## src/rtl/split_alu_pkg.sv

```systemverilog
// Shared types for the two-slice ALU: operation codes, slice functions,
// carry-source selectors and the decoded control word.
// Assumes a byte built from exactly two nibble slices.
package split_alu_pkg;

    localparam int NIB_W  = 4;
    localparam int BYTE_W = 2 * NIB_W;
    localparam int FLAG_W = 4;

    typedef enum logic [3:0] {
        OP_ADC = 4'd0,
        OP_SBC = 4'd1,
        OP_AND = 4'd2,
        OP_ORA = 4'd3,
        OP_EOR = 4'd4,
        OP_BIT = 4'd5,
        OP_CMP = 4'd6,
        OP_INC = 4'd7,
        OP_DEC = 4'd8,
        OP_ASL = 4'd9,
        OP_LSR = 4'd10,
        OP_ROL = 4'd11,
        OP_ROR = 4'd12
    } alu_op_e;

    typedef enum logic [2:0] {
        FN_ADD, FN_SUB, FN_AND, FN_OR, FN_EOR, FN_SHL, FN_SHR, FN_PASS
    } slice_fn_e;

    typedef enum logic [1:0] {
        CI_FLAG, CI_ZERO, CI_ONE, CI_PEER
    } cin_src_e;

    typedef enum logic [1:0] {
        CO_HIGH, CO_LOW, CO_KEEP
    } cout_src_e;

    typedef struct packed {
        slice_fn_e fn;
        cin_src_e  lo_src;
        cin_src_e  hi_src;
        cout_src_e co_src;
        logic      b_zero;
        logic      dec_en;
        logic      v_en;
        logic      bit_mode;
    } alu_ctrl_t;

endpackage

```

## src/rtl/split_alu_decode.sv

```systemverilog
// Operation decoder: maps a 4-bit operation code onto slice function,
// carry routing per slice, final carry source and flag qualifiers.
// Assumes undefined codes behave as a pass-through of the A operand.
module split_alu_decode
    import split_alu_pkg::*;
(
    input  logic [3:0] op,
    output alu_ctrl_t  ctrl
);

    // Purpose: one control word per operation code.
    always_comb begin
        ctrl = '{fn: FN_PASS, lo_src: CI_ZERO, hi_src: CI_PEER,
                 co_src: CO_KEEP, b_zero: 1'b0, dec_en: 1'b0,
                 v_en: 1'b0, bit_mode: 1'b0};
        case (op)
            OP_ADC: begin
                ctrl.fn = FN_ADD; ctrl.lo_src = CI_FLAG; ctrl.co_src = CO_HIGH;
                ctrl.dec_en = 1'b1; ctrl.v_en = 1'b1;
            end
            OP_SBC: begin
                ctrl.fn = FN_SUB; ctrl.lo_src = CI_FLAG; ctrl.co_src = CO_HIGH;
                ctrl.dec_en = 1'b1; ctrl.v_en = 1'b1;
            end
            OP_CMP: begin
                ctrl.fn = FN_SUB; ctrl.lo_src = CI_ONE; ctrl.co_src = CO_HIGH;
            end
            OP_INC: begin
                ctrl.fn = FN_ADD; ctrl.lo_src = CI_ONE; ctrl.b_zero = 1'b1;
            end
            OP_DEC: begin
                ctrl.fn = FN_SUB; ctrl.lo_src = CI_ZERO; ctrl.b_zero = 1'b1;
            end
            OP_AND: ctrl.fn = FN_AND;
            OP_ORA: ctrl.fn = FN_OR;
            OP_EOR: ctrl.fn = FN_EOR;
            OP_BIT: begin
                ctrl.fn = FN_AND; ctrl.bit_mode = 1'b1;
            end
            OP_ASL: begin
                ctrl.fn = FN_SHL; ctrl.lo_src = CI_ZERO; ctrl.co_src = CO_HIGH;
            end
            OP_ROL: begin
                ctrl.fn = FN_SHL; ctrl.lo_src = CI_FLAG; ctrl.co_src = CO_HIGH;
            end
            OP_LSR: begin
                ctrl.fn = FN_SHR; ctrl.lo_src = CI_PEER; ctrl.hi_src = CI_ZERO;
                ctrl.co_src = CO_LOW;
            end
            OP_ROR: begin
                ctrl.fn = FN_SHR; ctrl.lo_src = CI_PEER; ctrl.hi_src = CI_FLAG;
                ctrl.co_src = CO_LOW;
            end
            default: ctrl.fn = FN_PASS;
        endcase
    end

endmodule

```

## src/rtl/split_alu_slice.sv

```systemverilog
// One nibble slice: combinational result, carry out, chained zero and,
// in the high variant, negative and overflow. The carry input carries
// add carry, not-borrow, or the bit shifted in, depending on function.
// peer_out feeds the other slice: carry out upward (low variant) or the
// bit shifted downward (high variant), so no path loops through cin.
module split_alu_slice
    import split_alu_pkg::*;
#(
    parameter bit HIGH = 1'b0
) (
    input  logic [NIB_W-1:0] a,
    input  logic [NIB_W-1:0] b,
    input  slice_fn_e        fn,
    input  logic             dec,
    input  logic             v_en,
    input  logic             bit_mode,
    input  logic             cin,
    input  logic             zin,
    output logic [NIB_W-1:0] y,
    output logic             cout,
    output logic             zout,
    output logic             peer_out,
    output logic             n,
    output logic             v
);

    localparam logic [NIB_W:0] DIGIT_MAX = (NIB_W+1)'(9);
    localparam logic [NIB_W:0] DIGIT_ADJ = (NIB_W+1)'(6);

    logic [NIB_W:0]   t;
    logic [NIB_W-1:0] b_eff;

    // Purpose: nibble arithmetic, logic and shift with decimal correction.
    always_comb begin
        t     = '0;
        y     = a;
        cout  = 1'b0;
        b_eff = (fn == FN_SUB) ? ~b : b;
        case (fn)
            FN_ADD: begin
                t = {1'b0, a} + {1'b0, b} + {{NIB_W{1'b0}}, cin};
                if (dec && (t > DIGIT_MAX)) begin
                    t    = t + DIGIT_ADJ;
                    cout = 1'b1;
                end else begin
                    cout = t[NIB_W];
                end
                y = t[NIB_W-1:0];
            end
            FN_SUB: begin
                t    = {1'b0, a} + {1'b0, b_eff} + {{NIB_W{1'b0}}, cin};
                cout = t[NIB_W];
                y    = (dec && !t[NIB_W]) ? (t[NIB_W-1:0] - DIGIT_ADJ[NIB_W-1:0])
                                          : t[NIB_W-1:0];
            end
            FN_AND:  y = a & b;
            FN_OR:   y = a | b;
            FN_EOR:  y = a ^ b;
            FN_SHL: begin
                y    = {a[NIB_W-2:0], cin};
                cout = a[NIB_W-1];
            end
            FN_SHR: begin
                y    = {cin, a[NIB_W-1:1]};
                cout = a[0];
            end
            default: y = a;
        endcase
    end

    // Purpose: zero chain from the lower slice.
    assign zout = zin & (y == '0);

    generate
        if (HIGH) begin : g_high
            // Purpose: byte-level sign and overflow, bit-test source select.
            assign n        = bit_mode ? b[NIB_W-1] : y[NIB_W-1];
            assign v        = bit_mode ? b[NIB_W-2]
                                       : (v_en & (a[NIB_W-1] == b_eff[NIB_W-1])
                                               & (y[NIB_W-1] != a[NIB_W-1]));
            assign peer_out = a[0];
        end else begin : g_low
            // Purpose: low slice reports no sign; passes its carry upward.
            assign n        = 1'b0;
            assign v        = 1'b0;
            assign peer_out = cout;
        end
    endgenerate

endmodule

```

## src/rtl/split_alu_flop.sv

```systemverilog
// Output stage: a W-bit register with synchronous active-low reset
// and a load enable. Holds its value whenever the enable is low.
module split_alu_flop #(
    parameter int W = 8
) (
    input  logic         clk,
    input  logic         rst_n,
    input  logic         en,
    input  logic [W-1:0] d,
    output logic [W-1:0] q
);

    // Purpose: capture on enable, clear on reset.
    always_ff @(posedge clk) begin
        if (!rst_n)  q <= '0;
        else if (en) q <= d;
    end

endmodule

```

## src/rtl/split_alu.sv

```systemverilog
// Top: byte ALU from two nibble slices. Routes carries upward for add,
// subtract and left shifts, downward for right shifts, chains zero
// upward, and registers result and flags on the strobe.
// Assumes dec_mode only affects add and subtract with carry.
module split_alu
    import split_alu_pkg::*;
(
    input  logic              clk,
    input  logic              rst_n,
    input  logic              strobe,
    input  logic [3:0]        op,
    input  logic              dec_mode,
    input  logic              carry_in,
    input  logic [BYTE_W-1:0] reg_a,
    input  logic [BYTE_W-1:0] operand_b,
    output logic [BYTE_W-1:0] result,
    output logic              flag_c,
    output logic              flag_z,
    output logic              flag_v,
    output logic              flag_n
);

    localparam int REG_W = BYTE_W + FLAG_W;

    alu_ctrl_t         ctrl;
    logic [BYTE_W-1:0] b_in;
    logic              dec_on;
    logic              lo_cin, hi_cin;
    logic [NIB_W-1:0]  lo_y, hi_y;
    logic              lo_cout, hi_cout, lo_z, hi_z;
    logic              lo_peer, hi_peer;
    logic              lo_n, lo_v, hi_n, hi_v;
    logic              c_next;
    logic [REG_W-1:0]  d_pack, q_pack;

    // Purpose: pick a slice carry input from its selector.
    function automatic logic pick_cin(cin_src_e src, logic flag, logic peer);
        case (src)
            CI_FLAG: return flag;
            CI_ONE:  return 1'b1;
            CI_PEER: return peer;
            default: return 1'b0;
        endcase
    endfunction

    split_alu_decode u_decode (
        .op   (op),
        .ctrl (ctrl)
    );

    // Purpose: operand gating and carry routing between slices.
    assign b_in   = ctrl.b_zero ? '0 : operand_b;
    assign dec_on = ctrl.dec_en & dec_mode;
    assign lo_cin = pick_cin(ctrl.lo_src, carry_in, hi_peer);
    assign hi_cin = pick_cin(ctrl.hi_src, carry_in, lo_peer);

    split_alu_slice #(.HIGH(1'b0)) u_lo (
        .a        (reg_a[NIB_W-1:0]),
        .b        (b_in[NIB_W-1:0]),
        .fn       (ctrl.fn),
        .dec      (dec_on),
        .v_en     (ctrl.v_en & ~dec_on),
        .bit_mode (ctrl.bit_mode),
        .cin      (lo_cin),
        .zin      (1'b1),
        .y        (lo_y),
        .cout     (lo_cout),
        .zout     (lo_z),
        .peer_out (lo_peer),
        .n        (lo_n),
        .v        (lo_v)
    );

    split_alu_slice #(.HIGH(1'b1)) u_hi (
        .a        (reg_a[BYTE_W-1:NIB_W]),
        .b        (b_in[BYTE_W-1:NIB_W]),
        .fn       (ctrl.fn),
        .dec      (dec_on),
        .v_en     (ctrl.v_en & ~dec_on),
        .bit_mode (ctrl.bit_mode),
        .cin      (hi_cin),
        .zin      (lo_z),
        .y        (hi_y),
        .cout     (hi_cout),
        .zout     (hi_z),
        .peer_out (hi_peer),
        .n        (hi_n),
        .v        (hi_v)
    );

    // Purpose: final carry source per operation.
    always_comb begin
        case (ctrl.co_src)
            CO_HIGH: c_next = hi_cout;
            CO_LOW:  c_next = lo_cout;
            default: c_next = carry_in;
        endcase
    end

    assign d_pack = {hi_y, lo_y, c_next, hi_z, hi_v | lo_v, hi_n | lo_n};

    split_alu_flop #(.W(REG_W)) u_out (
        .clk   (clk),
        .rst_n (rst_n),
        .en    (strobe),
        .d     (d_pack),
        .q     (q_pack)
    );

    // Purpose: unpack the registered word onto the ports.
    assign {result, flag_c, flag_z, flag_v, flag_n} = q_pack;

endmodule

```

## config.mk

```make
export PLATFORM = sky130hd
export DESIGN_NAME = split_alu
export DESIGN_NICKNAME = d
export VERILOG_FILES = /design/src/rtl/split_alu_pkg.sv /design/src/rtl/split_alu_decode.sv /design/src/rtl/split_alu_slice.sv /design/src/rtl/split_alu_flop.sv /design/src/rtl/split_alu.sv
export SDC_FILE = /design/constraint.sdc
export NUM_CORES = 1
export LEC_CHECK = 0
export BUFFER_PORTS_ARGS = -buffer_cell sky130_fd_sc_hd__buf_2
export CAP_MARGIN = 20
export CORE_ASPECT_RATIO = 1.75
export CORE_MARGIN = 2
export CORE_UTILIZATION = 60
export CTS_BUF_LIST = sky130_fd_sc_hd__clkbuf_16
export CTS_CLUSTER_DIAMETER = 40
export CTS_CLUSTER_SIZE = 40
export DETAILED_ROUTE_END_ITERATION = 12
export GPL_TIMING_DRIVEN = 0
export PLACE_DENSITY_LB_ADDON = 0.2
export SYNTH_ARGS = -nofsm -noshare
export SYNTH_HDL_FRONTEND = slang
export SYNTH_SLANG_ARGS = --single-unit
```

## constraint.sdc

```tcl
create_clock -name clk -period 16.9 [get_ports clk]
set_clock_uncertainty 0.15 [all_clocks]
set_input_delay 3.38 -clock clk [delete_from_list [all_inputs] [get_ports clk]]
set_output_delay 3.38 -clock clk [all_outputs]
set_load 0.05 [all_outputs]
```

Word-level counts from Yosys, hierarchy flattened
Index checks and enable logic that the tools add are counted.

storage, ports and cells
  bits in registers = 12
  output and inout bits = 12

cells by class
  $add $sub $neg = 12
  $lt $le $gt $ge = 2
  eq/ne operators = 25
  multiplexer cells = 25
  bitwise operators = 14
  reduce and logical (&&, ||, !) cells = 23

operators with widths
  operator               number
  $pmux W4 S7            2
  $mux W4                6
  $pmux W3 S7            1
  $add A4 B4 Y5          4
  $add A5 B1 Y5          4
  $eq A4 B4 Y1 const B   5
  $eq A4 B3 Y1 const B   4
  $reduce_or A2 Y1       7
  $logic_not A4 Y1       3
  $gt A5 B4 Y1 const B   2
  $eq A3 B3 Y1 const B   3
  $add A4 B3 Y4 const B  2
  $and A4 B4 Y4          2
  $eq A2 B2 Y1 const B   4
  $eq A4 B2 Y1 const B   2
  $mux W8                1
  $not A4 Y4             2
  $or A4 B4 Y4           2
  $pmux W1 S4            2
  $pmux W2 S2            2
  $sub A4 B3 Y4 const B  2
  $xor A4 B4 Y4          2
  $eq A3 B2 Y1 const B   2
  $logic_not A2 Y1       3
  other kinds (17)       32

Longest topological paths before layout
Gate-level depths: netlist of the first run.

  depth in word-level cells = 19
  depth in mapped cells = 26

By module
Synthesis of the first run repeated with hierarchy kept, for this count alone.

unflattened totals
  cells, all modules = 338
  area total of the unflattened synthesis = 2678.8 um^2

modules (own cells, without submodules)
  module                   instances  cells an instance  area an instance (um^2)  seq. area each (um^2)
  split_alu_slice at u_hi  1          133                1016.0                   0.0
  split_alu_slice at u_lo  1          116                909.6                    0.0
  split_alu_flop           1          38                 450.4                    240.2
  split_alu_decode         1          29                 171.4                    0.0
  split_alu                1          22                 131.4                    0.0

Worst setup path after synthesis of the first run
Ideal clock, no wire load.

  kind = input -> register
  start = input op[1]
  end = register u_out.q[1]
  library setup time = 0.123 ns
  arrival time = 8.602 ns
  data required time = 16.627 ns
  path slack = 8.024 ns
  cell stages on the path = 25
  path buffers = 3
  cell sequence = buf_2 clkbuf_1 clkbuf_1 nor2_1 a211oi_1 a31o_2 inv_1 fa_1 fa_1 xnor2_1 ha_1 a211oi_1 nand3_1 a31o_2 a31oi_1 fa_1 fa_1 xor2_1 ha_1 a2111oi_4 xnor3_1 o2111a_1 and3_1 o2111ai_1 a21oi_1

on the way
  cells in the longest elaborated chain, start to end = 19

RTL lines
  what                                                                          line                                          RTL
  start, declared                                                               split_alu.sv:11                               input logic [3:0] op,
  $eq A4 B3 Y1, or another cell as far along                                    split_alu_decode.sv:16                        case (op)
  $reduce_or A2 Y1 (no source line) / $reduce_or A3 Y1 (equally long branches)  n/a
  $mux W1 / $pmux W2 S3 (equally long branches)                                 split_alu_decode.sv:16
  $mux W8, or another cell as far along                                         split_alu.sv:52                               assign b_in = ctrl.b_zero ? '0 : operand_b;
  $add A4 B4 Y5 / $pmux W1 S3 (equally long branches)                           split_alu_slice.sv:41, split_alu.sv:38
  $add A5 B1 Y5                                                                 split_alu_slice.sv:41                         t = {1'b0, a} + {1'b0, b} + {{NIB_W{1'b0}}, cin};
  $gt A5 B4 Y1                                                                  split_alu_slice.sv:42                         if (dec && (t > DIGIT_MAX)) begin
  $logic_and A1 B1 Y1                                                           split_alu_slice.sv:42
  (+3 left out)                                                                 n/a
  $add A5 B1 Y5, on equally long branches                                       split_alu_slice.sv:41, split_alu_slice.sv:51
  $gt A5 B4 Y1 / $logic_not A1 Y1 (equally long branches)                       split_alu_slice.sv:42, split_alu_slice.sv:53
  $logic_and A1 B1 Y1, on equally long branches                                 split_alu_slice.sv:42, split_alu_slice.sv:53
  $mux W4, on equally long branches                                             split_alu_slice.sv:42, split_alu_slice.sv:53
  $pmux W4 S7                                                                   split_alu_slice.sv:39                         case (fn)
  $ne A1 B1 Y1                                                                  split_alu_slice.sv:80                         & (y[NIB_W-1] != a[NIB_W-1]));
  $and A1 B1 Y1                                                                 split_alu_slice.sv:80
  $mux W1 (*)                                                                   split_alu_slice.sv:78                         assign v = bit_mode ? b[NIB_W-2]
  end signal, assigned                                                          split_alu_flop.sv:15                          if (!rst_n) q <= '0;
  end signal, assigned                                                          split_alu_flop.sv:16                          else if (en) q <= d;
  end, declared                                                                 split_alu_flop.sv:10                          output logic [W-1:0] q

Every way passes the cells marked *; elsewhere a longest branch is shown, timed or not.
A chain may end at the register's enable or synchronous reset.

Worst setup path after layout of the first run
Same ends and word-level chain as after synthesis.

==> metrics.yaml, run 1 <==
rsz0062_at_grt: "false"
yosysTopAreaCellShare_pct: 11.62
die_area_um2: 5249
postSynthAreaPerCell_um2: 7.346
regMostFlops: "u_out.q"
via_per_inst: 6.953
hpwl_mm: 7.544
arrival_ns: 9.98
dp.cells: 466
p_per_area_nw_per_um2: 64.36
r2r-start: "u_out.q[7]"
yosys.cell_types.count: 74
grt_pass1_wl_mm: 15.86
globalRoute.busiestLayer: "met2"
ys.flop_type: "dfxtp_1"
cts_num_sinks: 12
clock-root-buffer: "clkbuf_16"
top_regs: "u_out.q x12"
finalSetupViolCount: 0
antenna_found_initial: 0
gp_congestion: 1.025
start_kind: "input pin"
drc: 0
clkTransAtPathRegs_ns: 0.04
cts_resized: 0
setup_tns_ns: 0
critical_path_class: "in -> reg"
finalPower_mw: 0.2000
max_cap_violations: 0
wl_per_cell_um: 20.95
drt-initial-drc-count: 226
worstMarginPinSlew_ns: 1.108
cts_buffer_depth: 2
grt_use_met2_pct: 68.95
grt_max_degree: 11
r2r_setup_slack_ns: 15.98
port_buffers: 34
period_minus_slack_ns: 10.01
cts_tree: "built"
cts_made_buffers: 3
max-vdd-ir-drop_v: 0.00008440
drive_gt1_share_pct: 13.40
cp_max_fo: 10
met1_usage_pct: 41.32
synth.largest_area_cell: "ha_1"
netlist_area_um2: 2799
crit_path_end_kind: "register"
hold_end: "u_out.q[5]"
coreArea_um2: 4444
grt_overflow: 0
yosysSeqAreaShare_pct: 8.583
yosysWarnings: 0
die_h_um: 94.35
post_cts_buffers: 0
worstPathRequired_ns: 16.87
power.leakage_nw: 1.412
final-hold-violation-count: 0
start_util_pct: 62.98
ios: 37
layout_commonest_cell: "buf_2"
layout.nets: 479
synth_edf_count: 0
async_flop_share_pct: 0
layout_common_cells: "36 x buf_2, 32 x inv_1, 28 x a21oi_1"
grt_pass1_vias: 3245
r2r_end: "u_out.q[7]"
grt.total_usage_pct: 38.37
row_count: 32
hold_path_class: "reg -> reg"
antenna_cells: 0
worst_r2r_path_depth: 3
instances_no_fill: 469
dr.pass1.iters: 5
die_w_um: 55.63
fmax_mhz: 99.85
syn2layout_area_growth_pct: 11.04
largest_reg_flops: 12
status: "complete, no violations"
finalCritPeriodShare_pct: 59.26
clk_latency_ns: 0.24
ys_seq_elements: 12
hold_depth: 2
postCtsHoldBufs: 0
antenna_left: 0
relSlewSlack_pct: 25.92
syn_inst: 381
final_max_slew_viol_count: 0
drt-total-wl_mm: 9.824
met3_usage_pct: 5.068
synthTopCellsByArea: "ha_1 12%, dfxtp_1 8.6%, fa_1 5.7%"
cts_htree_levels: 1
vias: 3261
syn_nets: 440
hp-start: "u_out.q[5]"
-- cell families (layout without fill, tap and decap cells) --
logic type               after synthesis  count (layout)  synth area share, %
AO/OA/AOI/OAI                        131             131                32.90
XOR/XNOR                              15              15                5.185
adder cells (fa/ha/maj)               35              35                17.70
buffers and inverters                 55              92                8.002
flip-flops                            12              12                8.583
multiplexers                           7               7                3.040
AND/OR/NAND/NOR                      126             126                24.59
-- stage by stage --
stage | area [um2] | setup WS [ns] | utilization, % | hold WS, ns
after floorplan | 2799 | 8.024 | - | 0.5451
after global placement | 3033 | 6.891 | 68.24 | 0.3101
after detailed placement | 3033 | 6.808 | 68.24 | 0.3154
after CTS | 3108 | 7.014 | 69.93 | 0.3229
after global routing | 3108 | 6.651 | 69.93 | 0.3687
final | 3108 | 6.885 | 69.93 | 0.3196
-- routing by layer --
metal / vias to the layer above / part of all wire [%]
met3: 56 / 7.9
met1: 1527 / 36
met2: 190 / 49
met5: - / 0
li1: 1488 / -
met4: 0 / 7.5
-- Yosys cell counts, drive strengths merged (7+ instances only) --
cell and number:
a21o 10, a21oi 28, clkbuf 16, dfxtp 12, fa 8, ha 26, inv 32, nand2 27
nand3 13, nor2 25, nor2b 11, nor3 7, o21ai 28, xor2 10
-- worst max path at each step --
| stage | end | startpoint | cells past startpoint | slack, ns |
|---|---|---|---|---|
| 6_report | u_out.q[1] | op[1] | 25 | 6.89 |
| 4_1_cts | u_out.q[1] | op[1] | 25 | 7.01 |
| 3_3_place_gp | u_out.q[1] | op[1] | 25 | 6.89 |
| 5_1_grt | u_out.q[2] | op[1] | 25 | 6.65 |
| 3_5_place_dp | u_out.q[1] | op[1] | 25 | 6.81 |
| 2_1_floorplan | u_out.q[1] | op[1] | 25 | 8.02 |
-- report_power, final --
part | switching, mW | leakage (nW) | internal [mW]
Sequential | 0.00126 | 0.0989 | 0.0309
Combinational | 0.0792 | 1.28 | 0.0470
Clock | 0.0110 | 0.0370 | 0.0307
-- final cells by class --
cell class	instances	area [um2]
Multi-Input combinational cell	314	2335
Fill cell	424	1336
Sequential cell	12	240.2
Timing Repair Buffer	34	170.2
Inverter	33	123.9
Buffer	22	100.1
Clock buffer	3	75.07
Tap cell	51	63.81
-- worst max-delay path: stages --
cell and delay, ns:
buf_2 0.12, buf_2 0.21, clkbuf_1 0.39, nand2_1 0.24, nor3_1 0.33, nor2_1 0.28, nand2_1 0.21, inv_1 0.09
fa_1 0.47, fa_1 0.60, inv_1 0.06, ha_1 0.18, a211oi_1 0.26, nand3_1 0.12, a31o_2 0.27, a31oi_1 0.41
fa_1 0.30, fa_1 0.47, ha_1 0.24, a2111oi_4 0.28, xnor3_1 0.29, o2111a_1 0.29, and3_1 0.19, o2111ai_1 0.20
a21oi_1 0.10
No activity file was read; power rests on OpenSTA's default activity.
==> run 2: changes to the inputs <==
--- a/config.mk
+++ b/config.mk
@@ -9,7 +9,7 @@
 export CAP_MARGIN = 20
 export CORE_ASPECT_RATIO = 1.75
 export CORE_MARGIN = 2
-export CORE_UTILIZATION = 60
+export CORE_UTILIZATION = 54
 export CTS_BUF_LIST = sky130_fd_sc_hd__clkbuf_16
 export CTS_CLUSTER_DIAMETER = 40
 export CTS_CLUSTER_SIZE = 40
==> constraint.sdc (replaced) <==
create_clock -name clk -period 8.44 [get_ports clk]
set_clock_uncertainty 0.15 [all_clocks]
set_input_delay 1.688 -clock clk [delete_from_list [all_inputs] [get_ports clk]]
set_output_delay 1.688 -clock clk [all_outputs]
set_load 0.05 [all_outputs]
==> metrics.yaml, run 2 (same netlist as run 1, synthesis figures left out) <==
clk_latency_ns: 0.24  # about the same
dr.pass1.iters: 4  # was 5
nFillCells: 494  # was 424
antenna_left: 0  # unchanged
hp-start: "u_out.q[2]"  # was u_out.q[5]
antenna_cells: 0  # unchanged
p_per_area_nw_per_um2: 128.8  # was 64.36 nW/um2
grt_pass1_wl_mm: 15.53  # was 15.86 mm
relSlewSlack_pct: 16.47  # was 25.92%
crit_path_end_kind: "register"  # unchanged
drt-total-wl_mm: 9.526  # was 9.824 mm
final-hold-violation-count: 0  # unchanged
seq_area_um2: 240.2  # unchanged
hold_end: "u_out.q[2]"  # was u_out.q[5]
worst_r2r_path_depth: 3  # unchanged
gp_congestion: 1.025  # about the same
power.leakage_nw: 1.417  # was 1.412 nW
coreArea_um2: 4977  # was 4444 um2
place_area_um2: 3037  # was 3033 um2
finalSetupViolCount: 0  # unchanged
grt.total_usage_pct: 34.38  # was 38.37%
intPower_mw: 0.2182  # was 0.1085 mW
die_area_um2: 5798  # was 5249 um2
clkTransAtPathRegs_ns: 0.04  # about the same
final_max_slew_viol_count: 0  # unchanged
hold_path_class: "reg -> reg"  # unchanged
cts_htree_levels: 1  # unchanged
antenna_found_initial: 0  # unchanged
power_frac_comb_pct: 62.2  # was 63.1%
clock-root-buffer: "clkbuf_16"  # unchanged
critical_path_class: "in -> reg"  # unchanged
cts_made_buffers: 3  # unchanged
top_regs: "u_out.q x12"  # unchanged
drc: 0  # unchanged
hpwl_mm: 7.380  # was 7.544 mm
die_w_um: 58.42  # was 55.63 um
die_h_um: 99.24  # was 94.35 um
p_clk_share_pct: 21.9  # was 20.8%
grt_max_degree: 11  # unchanged
cts_num_sinks: 12  # unchanged
worstPathRequired_ns: 8.40  # was 16.87 ns
grt_pass1_vias: 3217  # was 3245
cts_tree: "built"  # unchanged
largest_reg_flops: 12  # unchanged
status: "complete, no violations"  # unchanged
r2r-start: "u_out.q[7]"  # unchanged
cts_resized: 0  # unchanged
start_util_pct: 56.23  # was 62.98%
layout_common_cells: "36 x buf_2, 32 x inv_1, 28 x a21oi_1"  # unchanged
hold_depth: 2  # unchanged
drt-initial-drc-count: 161  # was 226
period_minus_slack_ns: 8.094
drive_gt1_share_pct: 13.60  # was 13.40%
swShare_pct: 45.63  # was 45.74%
fmax_mhz: 123.5
seq_power_share_pct: 16.0  # was 16.1%
postCtsHoldBufs: 0  # unchanged
finalCritPeriodShare_pct: 95.91
multi_input_area_um2: 2335  # unchanged
cp_max_fo: 10  # unchanged
post_cts_buffers: 0  # unchanged
start_kind: "input pin"  # unchanged
finalPower_mw: 0.4014  # was 0.2000 mW
arrival_ns: 8.06  # was 9.98 ns
r2r_setup_slack_ns: 7.56  # was 15.98 ns
via_per_inst: 6.598  # was 6.953
worstMarginPinSlew_ns: 1.250  # was 1.108 ns
switching_power_mw: 0.1832  # was 0.09149 mW
r2r_end: "u_out.q[7]"  # unchanged
grt_overflow: 0  # unchanged
wl_per_cell_um: 20.14  # was 20.95 um
vias: 3121  # was 3261
final_area_um2: 3117  # was 3108 um2
port_buffers: 34  # unchanged
max-vdd-ir-drop_v: 0.0001710  # was 0.00008440 V
rsz0062_at_grt: "false"  # unchanged
regMostFlops: "u_out.q"  # unchanged
layout.nets: 479  # unchanged
ios: 37  # unchanged
row_count: 34  # was 32
layout_commonest_cell: "buf_2"  # unchanged
max_cap_violations: 0  # unchanged
syn2layout_area_growth_pct: 11.35  # was 11.04%
cts_buffer_depth: 2  # unchanged
==> run 2: cell types whose count changed in the layout (fill, tap and decap cells not counted) <==
cell,delta
clkbuf_1,-1
clkbuf_2,+1
clkinv_1,+1
o21ai_0,-1
o21ai_1,+1
==> run 2: how the worst max path moves through the flow <==
stage	cells past startpoint	end	start	slack, ns
floorplan	25	u_out.q[1]	op[1]	1.26
global placement	25	u_out.q[2]	op[1]	0.06
detailed placement	27	u_out.q[1]	op[1]	-0.07
CTS	27	u_out.q[1]	op[1]	0.16
global route	25	u_out.q[1]	op[1]	0.0008
finish	25	u_out.q[1]	op[1]	0.35
==> run 2: power groups by stage <==
| stage | clock, mW | sequential (mW) | combinational [mW] |
|---|---|---|---|
| after global routing | 0.0891 | 0.0645 | 0.273 |
| after floorplan | 0 | 0.0819 | 0.161 |
| after global placement | 0 | 0.0648 | 0.238 |
| after detailed placement | 0 | 0.0651 | 0.243 |
| final | 0.0879 | 0.0640 | 0.249 |
| after CTS | 0.0878 | 0.0640 | 0.245 |
==> run 2: cell type report <==
type | instances | area share [%]
repair buffers | 34 | 5.460
multi-input cells | 314 | 74.91
clock inverters | 1 | 0.1204
well taps | 54 | 2.168
plain buffers | 22 | 3.252
clock buffers | 3 | 2.409
flip-flops and latches | 12 | 7.708
inverters | 33 | 3.974
==> run 2: stage by stage <==
stage	hold slack (ns)	instances	setup WS (ns)	utilization, %	TNS [ns]
2_1_floorplan	0.5451	381	1.256	-	0
3_3_place_gp	0.3105	469	0.06122	61.01	0
5_1_grt	0.3596	473	0.0008491	62.62	0
3_5_place_dp	0.3218	469	-0.06676	61.01	-0.1318
4_1_cts	0.3295	473	0.1563	62.59	0
6_report	0.3337	473	0.3455	62.62	0
==> run 2: worst max-delay path: stages <==
cell and delay, ns:
buf_2 0.12, buf_2 0.22, clkbuf_2 0.27, nand2_1 0.15, nor3_1 0.30, nor2_1 0.27, nand2_1 0.21, inv_1 0.09
fa_1 0.44, fa_1 0.42, xnor2_1 0.20, ha_1 0.24, a211oi_1 0.25, nand3_1 0.13, a31o_2 0.28, a31oi_1 0.39
fa_1 0.30, fa_1 0.46, ha_1 0.24, a2111oi_4 0.28, xnor3_1 0.28, o2111a_1 0.27, and3_1 0.19, o2111ai_1 0.27
a21oi_1 0.11
==> run 2: per-layer routing <==
layer,routed length [um],track usage (%)
met3,501,4.161
met4,659,21.82
met2,4703,58.25
met5,0,0
met1,3661,39.39
==> run 3: changes to the inputs <==
--- a/config.mk
+++ b/config.mk
@@ -9,8 +9,8 @@
 export CAP_MARGIN = 20
 export CORE_ASPECT_RATIO = 1.75
 export CORE_MARGIN = 2
-export CORE_UTILIZATION = 54
-export CTS_BUF_LIST = sky130_fd_sc_hd__clkbuf_16
+export CORE_UTILIZATION = 55
+export CTS_BUF_LIST = sky130_fd_sc_hd__clkbuf_4 sky130_fd_sc_hd__clkbuf_8
 export CTS_CLUSTER_DIAMETER = 40
 export CTS_CLUSTER_SIZE = 40
 export DETAILED_ROUTE_END_ITERATION = 12
==> metrics.yaml, run 3 (same netlist as run 1, synthesis figures left out) <==
status: "complete, no violations"  # unchanged
worstMarginPinSlew_ns: 1.087  # was 1.250 ns
max-vdd-ir-drop_v: 0.0001593  # was 0.0001710 V
grt_pass1_wl_mm: 15.78  # was 15.53 mm
final_max_slew_viol_count: 0  # unchanged
fmax_mhz: 123.6  # was 123.5 MHz
met3_usage_pct: 3.974  # was 4.161%
grt_max_degree: 11  # unchanged
top_regs: "u_out.q x12"  # unchanged
grt_overflow: 0  # unchanged
crit_top_cell: "fa_1"  # unchanged
drc: 0  # unchanged
cp_max_fo: 10  # unchanged
largest_reg_flops: 12  # unchanged
cts_htree_levels: 1  # unchanged
setup_tns_ns: 0  # unchanged
wl_per_cell_um: 20.06  # was 20.14 um
arrival_ns: 8.07  # was 8.06 ns
post_cts_buffers: 0  # unchanged
row_count: 34  # unchanged
finalSetupViolCount: 0  # unchanged
clk_latency_ns: 0.23  # was 0.24 ns
cts_tree: "built"  # unchanged
antenna_cells: 0  # unchanged
clkTransAtPathRegs_ns: 0.05  # was 0.04 ns
grt_pass1_vias: 3179  # was 3217
dr.pass1.iters: 4  # unchanged
critPathTopFamily: "adder cells"  # unchanged
relSlewSlack_pct: 27.34  # was 16.47%
final-hold-violation-count: 0  # unchanged
antenna_found_initial: 0  # unchanged
critical_path_class: "in -> reg"  # unchanged
syn2layout_area_growth_pct: 10.59  # was 11.35%
drt-total-wl_mm: 9.450  # was 9.526 mm
crit_slowest_cell: "fa_1"  # unchanged
p_per_area_nw_per_um2: 120.7  # was 128.8 nW/um2
vias: 3173  # was 3121
crit_path_end_kind: "register"  # unchanged
rsz0062_at_grt: "false"  # unchanged
start_util_pct: 56.72  # was 56.23%
drt-initial-drc-count: 176  # was 161
worstPathRequired_ns: 8.42  # was 8.40 ns
hpwl_mm: 7.357  # was 7.380 mm
ios: 37  # unchanged
cts_resized: 1  # was 0
regMostFlops: "u_out.q"  # unchanged
clock-root-buffer: "clkbuf_8"  # was clkbuf_16
layout_common_cells: "36 x buf_2, 32 x inv_1, 28 x a21oi_1"  # unchanged
layout_commonest_cell: "buf_2"  # unchanged
layout.nets: 477  # was 479
port_buffers: 34  # unchanged
die_w_um: 57.93  # was 58.42 um
gp_congestion: 1.012  # was 1.025
period_minus_slack_ns: 8.093  # was 8.094 ns
grt_use_met2_pct: 60.05  # was 58.25%
cp.buffers_inverters: 4  # unchanged
power.leakage_nw: 1.405  # was 1.417 nW
cts_made_buffers: 3  # unchanged
critical_path.max_stage_delay_ns: 0.46  # about the same
met1_usage_pct: 41.23  # was 39.39%
postCtsHoldBufs: 0  # unchanged
antenna_left: 0  # unchanged
globalRoute.busiestLayer: "met2"  # unchanged
coreArea_um2: 4935  # was 4977 um2
start_kind: "input pin"  # unchanged
hold_path_class: "reg -> reg"  # unchanged
cts_num_sinks: 12  # unchanged
finalCritPeriodShare_pct: 95.89  # was 95.91%
cp_cell_sequence: "buf_2, buf_2, clkinv_1, nor3_4, nor2_1, nand2_1, inv_1, fa_1, fa_1, xnor2_1, ha_1, a211oi_1, nand3_1, a31o_2, a31oi_1, fa_1, fa_1, ha_1, a2111oi_4, xnor3_1, o2111a_1, a21oi_1, nand4b_1, o21ai_1"
setup_ws_ns: 0.3466  # was 0.3455 ns
drive_gt1_share_pct: 13.91  # was 13.60%
grt.total_usage_pct: 35.15  # was 34.38%
die_area_um2: 5698  # was 5798 um2
dp_worst_setup_slack_ns: -0.2148  # was -0.06676 ns
die_h_um: 98.37  # was 99.24 um
max_cap_violations: 0  # unchanged
via_per_inst: 6.737  # was 6.598
cts_buffer_depth: 2  # unchanged
-- run 3: stage by stage --
| stage | total power [mW] | util, % | hold slack [ns] | instance area, um2 | instances |
|---|---|---|---|---|---|
| 2_1_floorplan | 0.2433 | - | 0.5451 | 2799 | 381 |
| 3_3_place_gp | 0.3034 | 61.54 | 0.3101 | 3037 | 469 |
| 3_5_place_dp | 0.3073 | 61.54 | 0.3149 | 3037 | 469 |
| 4_1_cts | 0.3703 | 62.75 | 0.3245 | 3097 | 473 |
| 5_1_grt | 0.4027 | 62.73 | 0.3565 | 3095 | 471 |
| 6_report | 0.3736 | 62.73 | 0.3234 | 3095 | 471 |
-- run 3: final timing paths --
| check | start | endpoint | slack [ns] | depth (start not counted) |
|---|---|---|---|---|
| min | u_out.q[5] | u_out.q[5] | 0.32 | 2 |
| min reg2reg | u_out.q[5] | u_out.q[5] | 0.32 | 2 |
| max | op[0] | u_out.q[2] | 0.35 | 24 |
| max reg2reg | u_out.q[9] | u_out.q[9] | 7.53 | 2 |
-- run 3: worst min-delay path, stage by stage, from the launching register on --
cell and delay, ns:
dfxtp_1 0.31, nand2b_1 0.06, a21oi_1 0.06
-- run 3: report_power, final --
group / switching, mW / internal, mW
Combinational: 0.155 / 0.0936
Sequential: 0.00245 / 0.0617
Clock: 0.0201 / 0.0411
Total: 0.177 / 0.196
-- run 3: layout make-up --
cell class	count	area [um2]
well taps	54	67.56
flip-flops and latches	12	240.2
fillers	482	1839
plain buffers	20	92.59
clock buffers	4	55.05
multi-input cells	314	2346
repair buffers	34	170.2
inverters	33	123.9
-- run 3: routing by layer --
layer,vias up,wire length [um]
met5,-,0
met4,0,651
met3,49,476
met2,147,4680
met1,1482,3640
li1,1495,-
